$ cat src/rtl/can_errcnt_pkg.sv
package can_errcnt_pkg;

    localparam int STATUS_W = 32;
    localparam int LOG_LSB  = 16;
    localparam int RXP_BIT  = 15;
    localparam int REC_LSB  = 8;
    localparam int TEC_LSB  = 0;

    typedef enum logic {
        RX_ACTIVE,
        RX_PASSIVE
    } rx_state_e;

    typedef enum logic {
        LOG_COUNTING,
        LOG_FULL
    } log_state_e;

endpackage

$ cat src/rtl/can_errcnt_tx.sv
module can_errcnt_tx #(
    parameter int TEC_W = 8,
    parameter int STEP  = 8
) (
    input  logic             clk,
    input  logic             rst_n,
    input  logic             err_i,
    input  logic             ok_i,
    input  logic             restrict_i,
    output logic [TEC_W-1:0] cnt_o
);
    localparam logic [TEC_W:0] STEP_V = (TEC_W+1)'(STEP);

    logic [TEC_W-1:0] cnt_q, cnt_d;
    logic [TEC_W:0]   sum;

    always_comb begin
        sum   = {1'b0, cnt_q} + STEP_V;
        cnt_d = cnt_q;
        if (err_i && !restrict_i) begin
            cnt_d = sum[TEC_W] ? '1 : sum[TEC_W-1:0];
        end else if (ok_i && (cnt_q != '0)) begin
            cnt_d = cnt_q - 1'b1;
        end
    end

    always_ff @(posedge clk or negedge rst_n) begin
        if (!rst_n) cnt_q <= '0;
        else        cnt_q <= cnt_d;
    end

    assign cnt_o = cnt_q;
endmodule

$ cat src/rtl/can_errcnt_rx.sv
module can_errcnt_rx
    import can_errcnt_pkg::*;
#(
    parameter int CNT_W   = 8,
    parameter int FIELD_W = 7
) (
    input  logic               clk,
    input  logic               rst_n,
    input  logic               err_i,
    input  logic               ok_i,
    input  logic               restrict_i,
    output logic [FIELD_W-1:0] field_o,
    output logic               passive_o
);
    logic [CNT_W-1:0] cnt_q, cnt_d;
    rx_state_e        st_q, st_d;

    // next count and next state
    always_comb begin
        cnt_d = cnt_q;
        if (err_i && !restrict_i) begin
            if (cnt_q != '1) cnt_d = cnt_q + 1'b1;
        end else if (ok_i && (cnt_q != '0)) begin
            cnt_d = cnt_q - 1'b1;
        end
        st_d = st_q;
        unique case (st_q)
            RX_ACTIVE:  if (cnt_d[CNT_W-1:FIELD_W] != '0) st_d = RX_PASSIVE;
            RX_PASSIVE: if (cnt_d[CNT_W-1:FIELD_W] == '0) st_d = RX_ACTIVE;
        endcase
    end

    always_ff @(posedge clk or negedge rst_n) begin
        if (!rst_n) begin
            st_q  <= RX_ACTIVE;
            cnt_q <= '0;
        end else begin
            st_q  <= st_d;
            cnt_q <= cnt_d;
        end
    end

    // outputs
    always_comb begin
        unique case (st_q)
            RX_ACTIVE: begin
                field_o   = cnt_q[FIELD_W-1:0];
                passive_o = 1'b0;
            end
            RX_PASSIVE: begin
                field_o   = '1;
                passive_o = 1'b1;
            end
        endcase
    end
endmodule

$ cat src/rtl/can_errcnt_logger.sv
module can_errcnt_logger
    import can_errcnt_pkg::*;
#(
    parameter int LOG_W = 8
) (
    input  logic             clk,
    input  logic             rst_n,
    input  logic             qual_i,
    input  logic             clr_i,
    output logic [LOG_W-1:0] cnt_o,
    output logic             ovf_o
);
    logic [LOG_W-1:0] cnt_q, cnt_d, cnt_inc;
    log_state_e       st_q, st_d;
    logic             ovf_q, ovf_d;

    always_comb begin
        cnt_inc = cnt_q + 1'b1;
        cnt_d   = cnt_q;
        st_d    = st_q;
        ovf_d   = 1'b0;
        if (clr_i) begin
            cnt_d = LOG_W'(qual_i);
            st_d  = LOG_COUNTING;
        end else if (qual_i) begin
            unique case (st_q)
                LOG_COUNTING: begin
                    cnt_d = cnt_inc;
                    if (cnt_inc == '1) st_d = LOG_FULL;
                end
                LOG_FULL: ovf_d = 1'b1;
            endcase
        end
    end

    always_ff @(posedge clk or negedge rst_n) begin
        if (!rst_n) begin
            st_q  <= LOG_COUNTING;
            cnt_q <= '0;
            ovf_q <= 1'b0;
        end else begin
            st_q  <= st_d;
            cnt_q <= cnt_d;
            ovf_q <= ovf_d;
        end
    end

    assign cnt_o = cnt_q;
    assign ovf_o = ovf_q;
endmodule

$ cat src/rtl/can_errcnt_log.sv
module can_errcnt_log
    import can_errcnt_pkg::*;
#(
    parameter int TEC_W    = 8,
    parameter int TX_STEP  = 8,
    parameter int RX_CNT_W = 8,
    parameter int REC_W    = 7,
    parameter int LOG_W    = 8
) (
    input  logic                clk,
    input  logic                rst_n,
    input  logic                tx_err_i,
    input  logic                rx_err_i,
    input  logic                tx_ok_i,
    input  logic                rx_ok_i,
    input  logic                restrict_i,
    input  logic                rd_stb_i,
    input  logic                rd_addr_hit_i,
    output logic [STATUS_W-1:0] status_o,
    output logic                log_ovf_o
);
    logic [TEC_W-1:0] tec;
    logic [REC_W-1:0] rec;
    logic             rx_passive;
    logic [LOG_W-1:0] log_cnt;
    logic             qual, clr;

    assign qual = tx_err_i | rx_err_i;
    assign clr  = rd_stb_i & rd_addr_hit_i;

    can_errcnt_tx #(.TEC_W(TEC_W), .STEP(TX_STEP)) u_tx (
        .clk(clk), .rst_n(rst_n), .err_i(tx_err_i), .ok_i(tx_ok_i),
        .restrict_i(restrict_i), .cnt_o(tec)
    );

    can_errcnt_rx #(.CNT_W(RX_CNT_W), .FIELD_W(REC_W)) u_rx (
        .clk(clk), .rst_n(rst_n), .err_i(rx_err_i), .ok_i(rx_ok_i),
        .restrict_i(restrict_i), .field_o(rec), .passive_o(rx_passive)
    );

    can_errcnt_logger #(.LOG_W(LOG_W)) u_log (
        .clk(clk), .rst_n(rst_n), .qual_i(qual), .clr_i(clr),
        .cnt_o(log_cnt), .ovf_o(log_ovf_o)
    );

    always_comb begin
        status_o                     = '0;
        status_o[LOG_LSB +: LOG_W]   = log_cnt;
        status_o[RXP_BIT]            = rx_passive;
        status_o[REC_LSB +: REC_W]   = rec;
        status_o[TEC_LSB +: TEC_W]   = tec;
    end
endmodule

$ cat config.mk
export PLATFORM = sky130hd
export DESIGN_NAME = can_errcnt_log
export DESIGN_NICKNAME = d
export VERILOG_FILES = /design/src/rtl/can_errcnt_pkg.sv /design/src/rtl/can_errcnt_tx.sv /design/src/rtl/can_errcnt_rx.sv /design/src/rtl/can_errcnt_logger.sv /design/src/rtl/can_errcnt_log.sv
export SDC_FILE = /design/constraint.sdc
export NUM_CORES = 1
export LEC_CHECK = 0
export ABC_AREA = 1
export BUFFER_PORTS_ARGS = -buffer_cell sky130_fd_sc_hd__buf_2
export CAP_MARGIN = 5
export CORE_UTILIZATION = 60
export DETAILED_ROUTE_END_ITERATION = 6
export GPL_TIMING_DRIVEN = 0
export PLACE_DENSITY = 0.93
export SYNTH_ARGS = -nofsm -noshare
export SYNTH_HDL_FRONTEND = slang
export SYNTH_SLANG_ARGS = --single-unit
$ cat constraint.sdc
create_clock -name clk -period 3.4 [get_ports clk]
set_input_delay 0.34 -clock clk [delete_from_list [all_inputs] [get_ports clk]]
set_output_delay 0.34 -clock clk [all_outputs]
set_load 0.02 [all_outputs]
# Yosys cells after proc, flatten, opt, wreduce, memory -nomap -nowiden
# Cells that the tools add are included.
[word_totals]
regBits = 27
output_inout_bits = 33
elab_cells = 50
[classes]
add_sub_neg = 5
eq_ne = 4
muxes = 19
bitwise_logic = 3
reduce_logical = 12
[op_table]
columns = ["operator", "n"]
rows = [
  ["two-way mux 8 bit", 9],
  ["adder 8 x 1 -> 8 bit, second input constant", 2],
  ["nonzero test 8 bit", 2],
  ["subtractor 8 x 1 -> 8 bit, second input constant", 2],
  ["one-hot mux 7 bit (2 select lines)", 1],
  ["adder 8 x 4 -> 9 bit, second input constant", 1],
  ["equality test 8 bit, second input constant", 1],
  ["two-way mux 1 bit", 8],
  ["inequality test 8 bit, second input constant", 1],
  ["nonzero test 2 bit", 3],
  ["logical AND 1 bit", 4],
  ["inequality test 2 bit, second input constant", 2],
  ["AND reduction 2 bit", 2],
  ["one-hot mux 1 bit (2 select lines)", 1],
  ["AND 1 bit", 1],
  ["logical NOT 1 bit", 1],
  ["NOT 1 bit", 1],
  ["OR 1 bit", 1],
]

# Depth between registers and ports, before layout
[depth]
ltp_word = 6
ltp_mapped = 11

# Cells and area by module
# A second synthesis with hierarchy kept.
[unflattened]
hier_cells = 317
area_unflattened_um2 = 2162.1
[by_module_without_submodules]
columns = ["module", "n_inst", "cells_each", "area_per_inst_um2"]
rows = [
  ["can_errcnt_rx", 1, 118, 762.0],
  ["can_errcnt_tx", 1, 106, 744.5],
  ["can_errcnt_logger", 1, 78, 565.5],
  ["can_errcnt_log", 1, 15, 90.1],
]

# Worst setup path after synthesis
# No wires, ideal clock.
[synth_timing]
path_type = "input -> register"
start = "input port restrict_i"
end = "register u_rx.cnt_q[7]"
setup_ns = 0.116
arrival_ns = 1.465
t_required_ns = 3.284
path_slack_ns = 1.819
cell_stages = 10
path_cell_list = "inv_1 nand2_2 ha_1 or2_2 nand3_1 nand2_1 nand2_1 nand2_1 nand2_1 nand2_1"
[synth_between]
elab_chain_cells = 3
[synth_lines]
columns = ["item", "line", "rtl"]
rows = [
  ["from (decl)", "can_errcnt_log.sv:16", "input logic restrict_i,"],
  ["logical NOT 1 bit", "can_errcnt_rx.sv:21", "if (err_i && !restrict_i) begin"],
  ["logical AND 1 bit", "can_errcnt_rx.sv:21", ""],
  ["two-way mux 8 bit", "can_errcnt_rx.sv:21", ""],
  ["to (signal assigned)", "can_errcnt_rx.sv:39", "cnt_q <= cnt_d;"],
  ["to (decl)", "can_errcnt_rx.sv:15", "logic [CNT_W-1:0] cnt_q, cnt_d;"],
]
# No other way between the ends.
# A chain may end at the register's enable or synchronous reset.

==> flow_summary.yaml <==
cts:
  cts_tree: "built"
  clock_sinks: 26
  path_clk_slew_ps: 150
  clockBufferDepth: 2
  cts_root_buffer: "clkbuf_4"
  cts_hold_buf: 0
  clock_latency_ps: 340
  cts_buffers: 3
  cts_setup_buffers: 0
  htree_levels: 1
  post_cts_resized: 0
floorplanning:
  fp.coreArea_um2: 3360
  row_count: 21
  boundaryPins: 42
  die_area_um2: 3790
  initial_core_util_pct: 63.3
  die_h_um: 61.6
  chipWidth_um: 61.6
setup_path:
  critPathKind: "reg2out"
  start_kind: "register"
  path_cells: "or2_2 > buf_2"
  crit_path_max_incr_delay_ps: 510
  crit_family: "flip-flops"
  crit_arrival_ps: 1330
  critical_path_buf_inv_count: 1
  end_kind: "output pin"
  path_max_fanout: 8
  critPathSlowestCell: "dfrtp_1"
  required_ps: 3060
layout:
  area.growth.synth_to_final_pct: 14.2
  fin_util_pct: 72.2
  antenna_cells: 0
  layout.nets: 367
  drive_gt1_share_pct: 23.8
grt:
  grt_pass1_wl_um: 6940
  grt_use_total_pct: 24.6
  grt_max_degree: 27
  antenna_found_initial: 0
  use_met3_pct: 3.78
  grt_most_used_layer: "met2"
  grt_pass1_vias: 1702
  grt_use_met1_pct: 30.2
  globalRouteOverflowTotal: 0
  grtUsageMet2_pct: 43.3
synth:
  synth_area_leaders: "dfrtp_1, nand2_1, nand3_1, ha_1, inv_1"
  synth.most_common_cell: "nand2_1"
  ys_top_cells_by_count: "nand2_1, inv_1, nand3_1"
  synth_top_area_cell: "dfrtp_1"
  synth_top_area_share_pct: 30.6
  ys.flop_type: "dfrtp_1"
  ys_seq_area_share_pct: 30.6
  syn_inst: 300
  synthArstFlopShare_pct: 100
  synth-edff-count: 0
  synth.cell_area_um2: 2130
  yosysWarnings: 0
  netlist-cell-type-count: 31
  avgSynthCellArea_um2: 7.09
  ys_ff_latch: 26
place:
  place.gp.congestion: 0.891
  dp_hpwl_um: 3380
  place_ws_ps: 1550
  port_buffers: 33
min_path:
  min_path_type: "in2async"
sta:
  drv_slew: 0
  hold_ws_ps: -22.8
  worst_pin_slew_ps: 579
  relSlewSlack_pct: 61.4
  hold_viol_final: 26
  grt_setup_unrepaired: "no"
  setup_viol: 0
  clock.fmax_mhz: 600
  finalCritPeriodShare_pct: 49.1
  finalCriticalPeriod_ps: 1670
  setup_slack_ps: 1730
  setup_tns_ps: 0
  finalClockSkew_ps: 4.69
drt:
  drtIter0Drc: 121
  drc_errors: 0
  routed_wirelength_um: 4380
  viasPerCell: 5.29
  wire_per_inst_um: 11.2
  routed-via-count: 2063
  dr.pass1.iters: 4
  antenna_left: 0
status:
  status: "finished with violations"
  violations: "negative hold slack"
pwr:
  power_density_nw_per_um2: 851
  ir_worst_vdd_uv: 530
  power.leakage_nw: 1.34
job:
  drv_cap: 0
==> registers in the layout (all words and copies together), names as in the netlist <==
name / cells
u_log.cnt_o: 8
u_tx.cnt_o: 8
u_log.st_q: 1
u_rx.cnt_q: 8
u_log.ovf_o: 1
==> path summary, 6_finish.rpt <==
path                                    start       endpoint  slack [ps]  depth (start not counted)
worst max-delay path            u_rx.cnt_q[7]   status_o[13]        1730                          2
worst max register to register  u_rx.cnt_q[2]  u_rx.cnt_q[7]        1830                          8
max in group asynchronous               rst_n  u_rx.cnt_q[7]        3050                          1
worst min-delay path                    rst_n  u_tx.cnt_o[6]         -20                          1
worst min register to register  u_tx.cnt_o[0]  u_tx.cnt_o[0]         540                          2
min in group clk                      tx_ok_i  u_tx.cnt_o[6]         340                          4
==> power by group <==
part / internal (W) / switching (W)
registers: 0.000420 / 0.000168
logic: 0.000491 / 0.000767
clock network: 0.000119 / 0.000102
total: 0.00103 / 0.00104
==> routing by layer <==
| metal | up-vias | part of all wire (%) |
|---|---|---|
| met2 | 41 | 50 |
| met3 | 6 | 2.9 |
| met1 | 982 | 46 |
| met5 | - | 0 |
| li1 | 1034 | - |
| met4 | 0 | 1.3 |
==> area by class of cell <==
type,instances,area (µm²)
buffer,13,106
clock buffer,3,22.5
clock inverter,1,30.0
fill,281,933
inverter,41,154
multi-input combinational,227,1240
sequential,26,651
tap,46,57.6
timing repair buffer,33,165
==> cells in the final DEF (no fill, tap or decap) <==
cell type / synthesis / layout
inv_2: 1 / 1
dfrtp_1: 26 / 26
o21ai_4: 1 / 1
conb_1: 1 / 8
mux2_2: 1 / 1
o21bai_2: 1 / 1
buf_6: 3 / 3
o21ai_0: 12 / 12
nor2_2: 5 / 5
o21ai_2: 5 / 5
or2_2: 3 / 3
ha_1: 12 / 12
nand3_1: 34 / 34
nand3_2: 2 / 2
o21ai_1: 1 / 1
a21oi_1: 5 / 5
nand2_2: 10 / 10
buf_4: 9 / 9
nand4_1: 9 / 9
xnor2_1: 4 / 4
buf_2: 1 / 34
clkbuf_4: 0 / 3
bufinv_16: 0 / 1
o22ai_1: 2 / 2
o211ai_1: 1 / 1
inv_1: 40 / 40
nor2_1: 16 / 16
nor2_4: 2 / 2
fa_1: 1 / 1
xor2_1: 2 / 2
nand3b_1: 3 / 3
nand2_4: 1 / 1
nand2_1: 86 / 86
==> stage by stage <==
stage,power (W),instances,instance area (µm²)
4_1_cts,0.00206,390,2430
3_3_place_gp,0.00180,386,2380
2_1_floorplan,0.00155,307,2150
6_report,0.00207,390,2430
3_5_place_dp,0.00184,386,2380
5_1_grt,0.00226,390,2430
==> worst reg2reg max path, cell delays in order, from the launching register on <==
cell	delay, ps
dfrtp_1	450
ha_1	350
or2_2	310
nand3_1	110
nand2_1	60
nand2_1	60
nand2_1	40
nand2_1	50
nand2_1	40
==> cells by family (layout without fill, tap and decap cells) <==
group | count (synthesis) | count (layout) | synth area share (%)
xor gates and xnor gates | 6 | 6 | 2.47
buffers and inverters | 54 | 91 | 12.2
adders and majority gates | 13 | 13 | 8.00
AOI/OAI and AO/OA | 28 | 28 | 8.52
DFF | 26 | 26 | 30.6
other | 1 | 8 | 0.176
muxes | 1 | 1 | 0.529
and+or+nand+nor | 171 | 171 | 37.5
(Power assumes the default switching activity.)
